<file path="config.mk">
export PLATFORM = sky130hd
export DESIGN_NAME = blk_lock_66
export DESIGN_NICKNAME = d
export VERILOG_FILES = /design/src/rtl/blk_lock_pkg.sv /design/src/rtl/blk_hdr_check.sv /design/src/rtl/blk_win_cnt.sv /design/src/rtl/blk_lock_ctrl.sv /design/src/rtl/blk_lock_66.sv
export SDC_FILE = /design/constraint.sdc
export NUM_CORES = 1
export LEC_CHECK = 0
export BUFFER_PORTS_ARGS = -buffer_cell sky130_fd_sc_hd__buf_4
export CAP_MARGIN = 20
export CORE_MARGIN = 4
export CORE_UTILIZATION = 45
export DETAILED_ROUTE_END_ITERATION = 12
export GPL_TIMING_DRIVEN = 0
export PLACE_DENSITY = 0.76
export SLEW_MARGIN = 20
export SYNTH_ARGS = -nofsm -noshare
export SYNTH_HDL_FRONTEND = slang
export SYNTH_SLANG_ARGS = --single-unit
</file>
<file path="constraint.sdc">
create_clock -name clk_i -period 5.3 [get_ports clk_i]
set_clock_uncertainty 0.1 [all_clocks]
set_input_delay 0.795 -clock clk_i [delete_from_list [all_inputs] [get_ports clk_i]]
set_output_delay 0.795 -clock clk_i [all_outputs]
set_load 0.03 [all_outputs]
</file>
<file path="src/rtl/blk_lock_pkg.sv">
package blk_lock_pkg;
  localparam int unsigned CNT_W = 8;
  localparam int unsigned HDR_W = 2;
  localparam int unsigned BLK_W = 66;
  localparam int unsigned DEF_X = 64;
  localparam int unsigned DEF_Y = 64;
  localparam int unsigned DEF_W = 16;
  localparam int unsigned DEF_Z = 64;

  typedef enum logic { ST_HUNT = 1'b0, ST_LOCK = 1'b1 } align_st_e;
endpackage

</file>
<file path="src/rtl/blk_hdr_check.sv">
module blk_hdr_check #(
  parameter int unsigned HDR_W = 2
) (
  input  logic [HDR_W-1:0] hdr_i,
  output logic             ok_o
);
  // transition-bearing headers only: 01 / 10
  assign ok_o = (hdr_i == 2'b01) || (hdr_i == 2'b10);
endmodule

</file>
<file path="src/rtl/blk_win_cnt.sv">
module blk_win_cnt #(
  parameter int unsigned CNT_W = 8
) (
  input  logic             clk_i,
  input  logic             rst_ni,
  input  logic             inc_i,
  input  logic             clr_i,
  output logic [CNT_W-1:0] cnt_o,
  output logic [CNT_W-1:0] nxt_o
);
  logic [CNT_W-1:0] cnt_q;

  assign nxt_o = cnt_q + CNT_W'(inc_i);
  assign cnt_o = cnt_q;

  always_ff @(posedge clk_i or negedge rst_ni) begin
    if (!rst_ni)    cnt_q <= '0;
    else if (clr_i) cnt_q <= '0;
    else            cnt_q <= nxt_o;
  end

  AST_NO_OVERFLOW: assert property (@(posedge clk_i) disable iff (!rst_ni)
    (cnt_q == '1) |-> (!inc_i || clr_i));
endmodule

</file>
<file path="src/rtl/blk_lock_ctrl.sv">
module blk_lock_ctrl
  import blk_lock_pkg::*;
#(
  parameter int unsigned CW = CNT_W
) (
  input  logic          clk_i,
  input  logic          rst_ni,
  input  logic          valid_i,
  input  logic          hdr_ok_i,
  input  logic [CW-1:0] cfg_x_i,
  input  logic [CW-1:0] cfg_y_i,
  input  logic [CW-1:0] cfg_w_i,
  input  logic [CW-1:0] cfg_z_i,
  input  logic [CW-1:0] win_nxt_i,
  input  logic [CW-1:0] good_nxt_i,
  input  logic [CW-1:0] bad_nxt_i,
  output logic          lock_o,
  output logic          slip_o,
  output logic          clr_o
);
  align_st_e st_q;
  logic      slip_q;
  logic [CW-1:0] x_q, y_q, w_q, z_q;
  logic acq_hit, acq_miss, trk_lost, trk_wrap;

  // window settings frozen while locked
  always_ff @(posedge clk_i or negedge rst_ni) begin
    if (!rst_ni) begin
      x_q <= CW'(DEF_X);
      y_q <= CW'(DEF_Y);
      w_q <= CW'(DEF_W);
      z_q <= CW'(DEF_Z);
    end else if (st_q == ST_HUNT) begin
      x_q <= cfg_x_i;
      y_q <= cfg_y_i;
      w_q <= cfg_w_i;
      z_q <= cfg_z_i;
    end
  end

  always_comb begin
    acq_hit  = (st_q == ST_HUNT) && valid_i && (good_nxt_i >= x_q);
    acq_miss = (st_q == ST_HUNT) && valid_i && !acq_hit && (win_nxt_i >= y_q);
    trk_lost = (st_q == ST_LOCK) && valid_i && (bad_nxt_i >= w_q);
    trk_wrap = (st_q == ST_LOCK) && valid_i && !trk_lost && (win_nxt_i >= z_q);
    clr_o    = acq_hit || acq_miss || trk_lost || trk_wrap;
  end

  always_ff @(posedge clk_i or negedge rst_ni) begin
    if (!rst_ni) begin
      st_q   <= ST_HUNT;
      slip_q <= 1'b0;
    end else begin
      slip_q <= acq_miss || trk_lost;
      unique case (st_q)
        ST_HUNT: if (acq_hit)  st_q <= ST_LOCK;
        ST_LOCK: if (trk_lost) st_q <= ST_HUNT;
        default: st_q <= ST_HUNT;
      endcase
    end
  end

  assign lock_o = (st_q == ST_LOCK);
  assign slip_o = slip_q;

  AST_LOCK_ON_GOOD: assert property (@(posedge clk_i) disable iff (!rst_ni)
    $rose(lock_o) |-> $past(valid_i && hdr_ok_i));
  AST_SLIP_ON_WORD: assert property (@(posedge clk_i) disable iff (!rst_ni)
    slip_q |-> $past(valid_i));
  AST_LOSS_SLIPS: assert property (@(posedge clk_i) disable iff (!rst_ni)
    $fell(lock_o) |-> slip_q);
  AST_CFG_FROZEN: assert property (@(posedge clk_i) disable iff (!rst_ni)
    (lock_o && $past(lock_o)) |-> ($stable(x_q) && $stable(y_q) && $stable(w_q) && $stable(z_q)));
endmodule

</file>
<file path="src/rtl/blk_lock_66.sv">
module blk_lock_66
  import blk_lock_pkg::*;
#(
  parameter int unsigned CW = CNT_W
) (
  input  logic             clk_i,
  input  logic             rst_ni,
  input  logic [BLK_W-1:0] word_i,
  input  logic             valid_i,
  input  logic [CW-1:0]    cfg_x_i,
  input  logic [CW-1:0]    cfg_y_i,
  input  logic [CW-1:0]    cfg_w_i,
  input  logic [CW-1:0]    cfg_z_i,
  output logic             lock_o,
  output logic             slip_o,
  output logic [CW-1:0]    win_cnt_o,
  output logic [CW-1:0]    good_cnt_o,
  output logic [CW-1:0]    bad_cnt_o
);
  localparam int unsigned HDR_LSB = BLK_W - HDR_W;

  logic          hdr_ok, clr;
  logic [CW-1:0] win_nxt, good_nxt, bad_nxt;
  logic          unused_payload;

  assign unused_payload = ^word_i[HDR_LSB-1:0];

  blk_hdr_check #(.HDR_W(HDR_W)) u_hdr (
    .hdr_i (word_i[BLK_W-1:HDR_LSB]),
    .ok_o  (hdr_ok)
  );

  blk_win_cnt #(.CNT_W(CW)) u_win (
    .clk_i, .rst_ni,
    .inc_i (valid_i),
    .clr_i (clr),
    .cnt_o (win_cnt_o),
    .nxt_o (win_nxt)
  );

  blk_win_cnt #(.CNT_W(CW)) u_good (
    .clk_i, .rst_ni,
    .inc_i (valid_i && hdr_ok && !lock_o),
    .clr_i (clr),
    .cnt_o (good_cnt_o),
    .nxt_o (good_nxt)
  );

  blk_win_cnt #(.CNT_W(CW)) u_bad (
    .clk_i, .rst_ni,
    .inc_i (valid_i && !hdr_ok && lock_o),
    .clr_i (clr),
    .cnt_o (bad_cnt_o),
    .nxt_o (bad_nxt)
  );

  blk_lock_ctrl #(.CW(CW)) u_ctrl (
    .clk_i, .rst_ni, .valid_i,
    .hdr_ok_i   (hdr_ok),
    .cfg_x_i, .cfg_y_i, .cfg_w_i, .cfg_z_i,
    .win_nxt_i  (win_nxt),
    .good_nxt_i (good_nxt),
    .bad_nxt_i  (bad_nxt),
    .lock_o     (lock_o),
    .slip_o     (slip_o),
    .clr_o      (clr)
  );

  AST_IDLE_HOLDS: assert property (@(posedge clk_i) disable iff (!rst_ni)
    !valid_i |=> ($stable(win_cnt_o) && $stable(lock_o) && !slip_o));
  AST_SPLIT_CNT: assert property (@(posedge clk_i) disable iff (!rst_ni)
    lock_o ? (good_cnt_o == '0) : (bad_cnt_o == '0));
endmodule

</file>
==> flow_metrics.tcl, run 1 <==
set metrics [dict create \
    outcome "finished, final reports clean" \
    cts_resized 0 \
    numCtsBuffers 9 \
    yosys-top-cells-area "dfrtp_1 (41%), ha_1 (14%), mux2_2 (11%)" \
    fin_crit_sh 0.8480 \
    seq_power_share 0.345 \
    synth_common_cells "dfrtp_1 (54), inv_1 (50), ha_1 (38)" \
    cpMaxStageDelayCell "clkbuf_1" \
    hold_viol_final 0 \
    crit_top_cell "ha_1" \
    finalSetupViolCount 0 \
    grt_max_degree 59 \
    antenna_left 0 \
    worstPathRequired_ns 5.47 \
    synth_top_area_frac 0.4110 \
    post-dp-hpwl_mm 4.992 \
    final_nets 511 \
    clk_pin_slew_worst_paths_ns 0.06 \
    crit_path_end_kind "register" \
    hp-start "u_ctrl.z_q[2]$_DFFE_PN0N_" \
    worstHoldEndpoint "u_ctrl.z_q[2]$_DFFE_PN0N_" \
    ys_warn_count 0 \
    synth_top_area_cell "dfrtp_1" \
    whs_path_depth 1 \
    io-pin-count 127 \
    wl_met3_um 375 \
    clkLatencyLatePin_ns 0.34 \
    async_flop_share 1.000 \
    rr_endpoint "u_bad.cnt_o[0]$_DFF_PN0_" \
    reg2regPathDepth 16 \
    yosysSeqAreaShare 0.4429 \
    fp.dieH_um 93.48 \
    timing.fmax_mhz 222.5 \
    power_frac_clock 0.221 \
    ys.flop_type "dfrtp_1" \
    syn_inst 299 \
    area_growth_pct 24.39 \
    crit_path_max_incr_delay_ns 0.48 \
    netlist_area_um2 3288 \
    clock-root-buffer "clkbuf_8" \
    postCtsSetupRepairBufs 0 \
    crit_family "buffers and inverters" \
    p_per_area_nw_per_um2 484.5 \
    met1_length_mm 2.905 \
    relSlewSlack 0.5086 \
    intPower_w 0.001266 \
    switching_share 0.3612 \
    cts_tree "done" \
    num_vias 2283 \
    routed_wl_mm 6.461 \
    antennaDiodeCount 0 \
    wl_per_cell_um 13.66 \
    grt_pass1_vias 2426 \
    core_area_um2 6944 \
    crit_chain "buf_1 > clkbuf_1 > and3_1 > ha_1 > ha_1 > nand3_1 > nor2_1 > xnor2_1 > inv_1 > ha_1 > and3_1 > a221o_1 > a31o_2 > o311a_4 > buf_6 > nor2_2" \
    r2r-start "u_ctrl.lock_o$_DFF_PN0_" \
    path_max_fanout 10 \
    first_iter_violations 87 \
    drc 0 \
    worstPathBufferInverterCount 4 \
    finalSetupTns_ns 0 \
    critPathArrivalTime_ns 4.67 \
    htree_levels 3 \
    fin_hold_ws_ns 0.4070 \
    dr.pass1.iters 4 \
    syn_avg_cell_area_um2 11.00 \
    initial_core_util 0.4735 \
    synth_cell_types 37 \
    cap_viol_max_count 0 \
    cts_buffer_depth 2 \
    dieWidth_um 93.48 \
    hold_path.class "register to register" \
    path_class "register to register" \
    syn_nets 438 \
    grt_usage 0.1638 \
    place_congestion 0.7609 \
    p_leak_nw 2.179 \
    cts_hold_buf 0 \
    ys_ff_latch 58 \
    grt_overflow_total 0 \
    p_sw_w 0.0007158 \
    p_comb_frac 0.434 \
    grt_setup_unrepaired "false" \
    cts_sinks 58 \
    peakVddDrop_v 0.0003534 \
    top_layer_used "met4" \
    synth-edff-count 0 \
    grt_pass1_wl_mm 11.07 \
    worst_pin_slew_ns 0.7371 \
    critPathLaunchType "register" \
    io_buffers 62 \
    wl_met2_mm 3.058 \
    drive_above_1_share 0.3687 \
    die_area_um2 8739 \
    viasPerCell 4.827 \
    yosysMostFrequentCell "dfrtp_1" \
    drv_slew 0 \
    antenna_found_initial 0 \
    fp-row-count 30 \
    min_period_ns 4.494 \
    reg2reg_setup_slack_ns 0.81 \
]
[metal layers]
layer / track usage / up-vias
li1: - / 1134
met1: 0.2127 / 1077
met2: 0.2585 / 62
met3: 0.03942 / 10
met4: 0.07326 / 0
met5: 0 / -
[cells by family after synthesis]
group | Yosys count | synth area share
AOI/OAI and AO/OA | 25 | 0.06431
xor gates and xnor gates | 19 | 0.05061
adders and majority gates | 38 | 0.1446
buffers and inverters | 56 | 0.06849
DFF | 58 | 0.4429
muxes | 32 | 0.1096
and+or+nand+nor | 71 | 0.1195
[registers in the layout, summed over array words and instances, names as in the netlist]
name / count
u_win.cnt_o: 8
u_ctrl.slip_o: 1
u_ctrl.z_q: 8
u_ctrl.y_q: 8
u_ctrl.lock_o: 1
u_bad.cnt_o: 8
u_ctrl.w_q: 8
u_ctrl.x_q: 8
u_good.cnt_o: 8
[placed cells by master, fill, tap and decap left out, types with 4 or more instances in the layout]
cell type | synthesis | final
buf_4 | 0 | 62
dfrtp_1 | 54 | 54
inv_1 | 50 | 50
ha_1 | 38 | 38
mux2_2 | 32 | 32
nor2_2 | 20 | 20
clkbuf_8 | 0 | 13
nor2_1 | 11 | 11
xnor2_1 | 10 | 10
nand3_1 | 10 | 10
xor2_1 | 9 | 9
nand2_1 | 9 | 9
a21oi_1 | 6 | 6
and3_1 | 5 | 5
clkbuf_1 | 2 | 4
nand4_1 | 4 | 4
dfstp_2 | 4 | 4
[cell type report]
| class | count | area (µm²) |
|---|---|---|
| multi-input combinational | 185 | 1607 |
| timing repair buffer | 62 | 465.4 |
| clock buffer | 15 | 186.4 |
| fill | 587 | 2854 |
| clock inverter | 1 | 30.03 |
| tap | 96 | 120.1 |
| inverter | 50 | 187.7 |
| sequential | 58 | 1456 |
| buffer | 6 | 37.54 |
[worst max path at each step]
stage	startpoint	to	slack [ns]	cells after the start
floorplan	u_ctrl.lock_o$_DFF_PN0_	u_good.cnt_o[2]$_DFF_PN0_	1.34	16
global placement	u_ctrl.lock_o$_DFF_PN0_	u_bad.cnt_o[7]$_DFF_PN0_	0.93	16
detailed placement	u_ctrl.lock_o$_DFF_PN0_	u_win.cnt_o[3]$_DFF_PN0_	0.81	16
CTS	u_ctrl.lock_o$_DFF_PN0_	u_win.cnt_o[6]$_DFF_PN0_	0.78	16
global route	u_ctrl.lock_o$_DFF_PN0_	u_win.cnt_o[3]$_DFF_PN0_	0.48	16
finish	u_ctrl.lock_o$_DFF_PN0_	u_bad.cnt_o[0]$_DFF_PN0_	0.81	16
[stage by stage]
| stage | utilization | setup WS, ns | total power (W) | cell area, µm² | instances |
|---|---|---|---|---|---|
| 6_report | 0.5890 | 0.8059 | 0.001982 | 4090 | 473 |
| 4_1_cts | 0.5890 | 0.7754 | 0.002008 | 4090 | 473 |
| 3_5_place_dp | 0.5578 | 0.8075 | 0.001556 | 3874 | 457 |
| 5_1_grt | 0.5890 | 0.4841 | 0.002138 | 4090 | 473 |
| 2_1_floorplan | - | 1.336 | 0.001308 | 3288 | 299 |
| 3_3_place_gp | 0.5578 | 0.9300 | 0.001517 | 3874 | 457 |
[power groups by stage]
stage	logic [W]	registers, W	clock network, W
after detailed placement	0.000866	0.000690	0
after floorplan	0.000559	0.000749	0
final	0.000861	0.000684	0.000437
after global routing	0.000967	0.000705	0.000465
after global placement	0.000834	0.000683	0
after CTS	0.000874	0.000684	0.000449
Note: power is estimated with default switching activity, not from simulation.
==> run 2, diff against run 1 <==
==> constraint.sdc (replaced) <==
create_clock -name clk_i -period 4.65 [get_ports clk_i]
set_clock_uncertainty 0.1 [all_clocks]
set_input_delay 0.6975 -clock clk_i [delete_from_list [all_inputs] [get_ports clk_i]]
set_output_delay 0.6975 -clock clk_i [all_outputs]
set_load 0.03 [all_outputs]
==> flow_metrics.tcl, run 2 (synthesized netlist as in run 1, its figures left out) <==
set metrics [dict create \
    critPathLaunchType "register" \
    initial_core_util 0.4735 \
    cts_sinks 58 \
    drive_above_1_share 0.3714 \
    intPower_w 0.001444 \
    core_area_um2 6944 \
    reg2regPathDepth 16 \
    switching_share 0.3610 \
    post-dp-hpwl_mm 4.992 \
    hold_viol_final 0 \
    power_frac_clock 0.220 \
    finalSetupTns_ns 0 \
    fp-row-count 30 \
    p_leak_nw 2.182 \
    p_comb_frac 0.435 \
    fin_crit_sh 0.9312 \
    worstPathRequired_ns 4.82 \
    p_per_area_nw_per_um2 552.2 \
    die_area_um2 8739 \
    antenna_found_initial 0 \
    cap_viol_max_count 0 \
    p_sw_w 0.0008156 \
    clk_pin_slew_worst_paths_ns 0.06 \
    cts_buffer_depth 2 \
    crit_path_end_kind "register" \
    grt_overflow_total 0 \
    dp.cells 457 \
    cts_tree "done" \
    outcome "finished, final reports clean" \
    io-pin-count 127 \
    dr.pass1.iters 4 \
    r2r-start "u_ctrl.lock_o$_DFF_PN0_" \
    finalSetupViolCount 0 \
    final_nets 511 \
    timing.fmax_mhz 230.9 \
    dieWidth_um 93.48 \
    path_class "register to register" \
    rr_endpoint "u_bad.cnt_o[0]$_DFF_PN0_" \
    clkLatencyLatePin_ns 0.34 \
    numCtsBuffers 9 \
    grt_usage 0.1638 \
    mostFrequentLayoutCells "buf_4 (62), dfrtp_1 (54), inv_1 (50)" \
    wl_per_cell_um 13.60 \
    antenna_left 0 \
    hold_path.class "input port to asynchronous set/reset pin" \
    layout.cells.non_filler 473 \
    cts_resized 0 \
    clock-root-buffer "clkbuf_8" \
    grt_max_degree 59 \
    cts_hold_buf 0 \
    area_growth_pct 24.43 \
    htree_levels 3 \
    relSlewSlack 0.5026 \
    reg2reg_setup_slack_ns 0.32 \
    routed_wl_mm 6.434 \
    grt_pass1_vias 2426 \
    fp.dieH_um 93.48 \
    io_buffers 62 \
    num_vias 2292 \
    seq_power_share 0.345 \
    antennaDiodeCount 0 \
    drv_slew 0 \
    place_congestion 0.7609 \
    drc 0 \
    grt_pass1_wl_mm 11.07 \
    peakVddDrop_v 0.0004016 \
    critPathArrivalTime_ns 4.50 \
    path_max_fanout 10 \
    worst_pin_slew_ns 0.7461 \
    final_common_cell "buf_4" \
    viasPerCell 4.846 \
    min_period_ns 4.330 \
    postCtsSetupRepairBufs 0 \
    grt_setup_unrepaired "false" \
    first_iter_violations 109 \
]
## run 2: cell types whose count changed in the layout (fill, tap and decap cells not counted)
cell / previous run / this run
clkbuf_1: 4 / 3
clkbuf_2: 0 / 1
## run 2: per-layer routing
layer | vias to the layer above | track usage | routed length (µm)
li1 | 1137 | - | -
met5 | - | 0 | 0
met3 | 9 | 0.03942 | 360
met1 | 1086 | 0.2127 | 2893
met4 | 0 | 0.07326 | 119
met2 | 60 | 0.2585 | 3061
## run 2: metrics by stage
step	setup WS, ns	util	total power, W	instance area, µm²	hold WS (ns)
floorplan	0.6864	-	0.001491	3288	0.3019
global placement	0.2800	0.5578	0.001729	3874	0.3889
detailed placement	0.1575	0.5578	0.001773	3874	0.3973
CTS	0.1254	0.5890	0.002288	4090	0.3402
global route	0.02938	0.5892	0.002437	4091	0.3818
finish	0.3199	0.5892	0.002259	4091	0.3157
## run 2: how the worst max path moves through the flow
stage	start	to	slack, ns	cells past startpoint
final	u_ctrl.lock_o$_DFF_PN0_	u_bad.cnt_o[0]$_DFF_PN0_	0.32	16
after global routing	u_ctrl.lock_o$_DFF_PN0_	u_win.cnt_o[3]$_DFF_PN0_	0.03	16
after CTS	u_ctrl.lock_o$_DFF_PN0_	u_win.cnt_o[6]$_DFF_PN0_	0.13	16
after detailed placement	u_ctrl.lock_o$_DFF_PN0_	u_win.cnt_o[3]$_DFF_PN0_	0.16	16
after global placement	u_ctrl.lock_o$_DFF_PN0_	u_bad.cnt_o[7]$_DFF_PN0_	0.28	16
after floorplan	u_ctrl.lock_o$_DFF_PN0_	u_good.cnt_o[2]$_DFF_PN0_	0.69	16
## run 2: critical path, stage by stage, from the launching register on
cell and delay (ns):
dfrtp_1 0.47, buf_1 0.46, clkbuf_2 0.36, and3_1 0.21, ha_1 0.18, ha_1 0.20, nand3_1 0.12, nor2_1 0.18
xnor2_1 0.19, inv_1 0.08, ha_1 0.29, and3_1 0.20, a221o_1 0.34, a31o_2 0.25, o311a_4 0.37, buf_6 0.17
nor2_2 0.09
## run 2: layout make-up
cell class	count	area [µm²]
buffer	6	38.79
clock buffer	15	186.4
clock inverter	1	30.03
fill	586	2853
inverter	50	187.7
multi-input combinational	185	1607
sequential	58	1456
tap	96	120.1
timing repair buffer	62	465.4
## run 2: power groups by stage
stage	Clock [W]	Combinational, W	Sequential (W)
after floorplan	0	0.000638	0.000853
after global placement	0	0.000951	0.000778
after detailed placement	0	0.000987	0.000786
after CTS	0.000512	0.000996	0.000779
after global routing	0.000530	0.00110	0.000804
final	0.000498	0.000982	0.000779
==> run 3, diff against run 2 <==
--- a/config.mk
+++ b/config.mk
@@ -5,13 +5,15 @@
 export SDC_FILE = /design/constraint.sdc
 export NUM_CORES = 1
 export LEC_CHECK = 0
+export ABC_CLOCK_PERIOD_IN_PS = 4650
 export BUFFER_PORTS_ARGS = -buffer_cell sky130_fd_sc_hd__buf_4
 export CAP_MARGIN = 20
 export CORE_MARGIN = 4
-export CORE_UTILIZATION = 45
+export CORE_UTILIZATION = 49
 export DETAILED_ROUTE_END_ITERATION = 12
 export GPL_TIMING_DRIVEN = 0
-export PLACE_DENSITY = 0.76
+export PLACE_DENSITY = 0.81
+export REMOVE_ABC_BUFFERS = 1
 export SLEW_MARGIN = 20
 export SYNTH_ARGS = -nofsm -noshare
 export SYNTH_HDL_FRONTEND = slang
==> flow_metrics.tcl, run 3 (synthesized netlist as in run 1, its figures left out) <==
set metrics [dict create \
    outcome "finished, final reports clean" \
    clkLatencyLatePin_ns 0.34 \
    core_area_um2 6422 \
    fin_ws_ns 0.7147 \
    place_ws_ns 0.5022 \
    grt_max_degree 59 \
    dr.pass1.iters 4 \
    crit_top_cell "ha_1" \
    antennaDiodeCount 0 \
    post-dp-hpwl_mm 4.927 \
    antenna_found_initial 0 \
    critPathLaunchType "register" \
    fin_crit_sh 0.8463 \
    htree_levels 3 \
    final_nets 506 \
    fin_hold_ws_ns 0.3201 \
    reg2reg_setup_slack_ns 0.71 \
    drive_above_1_share 0.3763 \
    die_area_um2 8085 \
    num_vias 2259 \
    cts_hold_buf 0 \
    routed_wl_mm 6.502 \
    p_leak_nw 2.182 \
    grt_setup_unrepaired "false" \
    place_congestion 0.8561 \
    wl_per_cell_um 14.48 \
    numCtsBuffers 9 \
    area_growth_pct 24.24 \
    reg2regPathDepth 14 \
    io-pin-count 127 \
    p_sw_w 0.0008208 \
    grt_overflow_total 0 \
    crit_family "compound AO/OA/AOI/OAI gates" \
    crit_path_end_kind "register" \
    clk_pin_slew_worst_paths_ns 0.07 \
    p_per_area_nw_per_um2 570.4 \
    first_iter_violations 49 \
    path_max_fanout 25 \
    seq_power_share 0.342 \
    drv_slew 0 \
    cpMaxStageDelayCell "dfrtp_2" \
    relSlewSlack 0.5075 \
    r2r-start "u_ctrl.lock_o$_DFF_PN0_" \
    antenna_left 0 \
    fp-row-count 29 \
    critPathArrivalTime_ns 4.10 \
    worstPathBufferInverterCount 2 \
    rr_endpoint "u_win.cnt_o[1]$_DFF_PN0_" \
    worstPathRequired_ns 4.81 \
    switching_share 0.3522 \
    power_frac_clock 0.246 \
    cts_sinks 58 \
    initial_core_util 0.5120 \
    crit_path_max_incr_delay_ns 0.65 \
    drc 0 \
    viasPerCell 5.031 \
    io_buffers 62 \
    cts_buffer_depth 2 \
    worst_pin_slew_ns 0.7388 \
    min_period_ns 3.935 \
    mostFrequentLayoutCells "buf_4 (62), dfrtp_1 (53), inv_1 (50)" \
    grt_usage 0.1719 \
    p_comb_frac 0.412 \
    cap_viol_max_count 0 \
    grt_pass1_vias 2391 \
    intPower_w 0.001509 \
    fp.dieH_um 89.92 \
    timing.fmax_mhz 254.1 \
    crit_chain "buf_16 > and3_1 > ha_1 > ha_1 > nand3_1 > nor2_1 > xnor2_1 > inv_1 > ha_1 > and3_1 > a221o_1 > a31o_2 > o311a_4 > nor2b_1" \
    finalSetupTns_ns 0 \
    clock-root-buffer "clkbuf_8" \
    final_common_cell "buf_4" \
    peakVddDrop_v 0.0003018 \
    postCtsSetupRepairBufs 0 \
    cts_tree "done" \
    path_class "register to register" \
    hold_path.class "input port to asynchronous set/reset pin" \
    finalSetupViolCount 0 \
    dieWidth_um 89.92 \
    finalPower_w 0.002330 \
    hold_viol_final 0 \
    grt_pass1_wl_mm 11.05 \
    cts_resized 0 \
]
run 3: changes by cell type in the layout (fill, tap and decap cells not counted), moves of 2 or more:
| cell | delta |
|---|---|
| buf_6 | -2 |
| bufinv_16 | +2 |
| clkbuf_1 | -2 |
| clkbuf_8 | -3 |
| buf_1 | -2 |
run 3: final cells by class:
cell class | count | area [µm²]
multi-input combinational | 185 | 1607
clock inverter | 5 | 102.6
inverter | 50 | 187.7
tap | 77 | 96.34
timing repair buffer | 63 | 493.0
clock buffer | 11 | 141.4
fill | 518 | 2337
sequential | 58 | 1458
run 3: through the flow:
step | util | instances | cell area (µm²)
finish | 0.6361 | 449 | 4085
floorplan | - | 293 | 3251
global placement | 0.5936 | 432 | 3812
global route | 0.6361 | 449 | 4085
CTS | 0.6361 | 449 | 4085
detailed placement | 0.5981 | 433 | 3841
run 3: worst max path at each step:
stage                                     to                     from  slack (ns)  cells after the start
floorplan           u_bad.cnt_o[1]$_DFF_PN0_  u_ctrl.lock_o$_DFF_PN0_        0.56                     13
global placement    u_win.cnt_o[1]$_DFF_PN0_  u_ctrl.lock_o$_DFF_PN0_        0.11                     13
detailed placement  u_win.cnt_o[1]$_DFF_PN0_               word_i[64]        0.50                     15
CTS                 u_win.cnt_o[1]$_DFF_PN0_  u_ctrl.lock_o$_DFF_PN0_        0.65                     14
global route        u_win.cnt_o[1]$_DFF_PN0_  u_ctrl.lock_o$_DFF_PN0_        0.47                     14
finish              u_win.cnt_o[1]$_DFF_PN0_  u_ctrl.lock_o$_DFF_PN0_        0.71                     14
run 3: metal layers:
layer / vias to the layer above / global-route usage / routed length, µm
met2: 46 / 0.2964 / 3422
met3: 12 / 0.04090 / 235
li1: 1129 / - / -
met5: - / 0 / 0
met1: 1072 / 0.1967 / 2698
met4: 0 / 0.09439 / 145
run 3: power groups by stage:
stage          Sequential, W  Clock, W  Combinational [W]
3_3_place_gp        0.000823         0           0.000886
4_1_cts             0.000800  0.000585           0.000974
3_5_place_dp        0.000809         0           0.000966
5_1_grt             0.000819  0.000613            0.00107
6_report            0.000797  0.000572           0.000961
2_1_floorplan       0.000884         0           0.000591
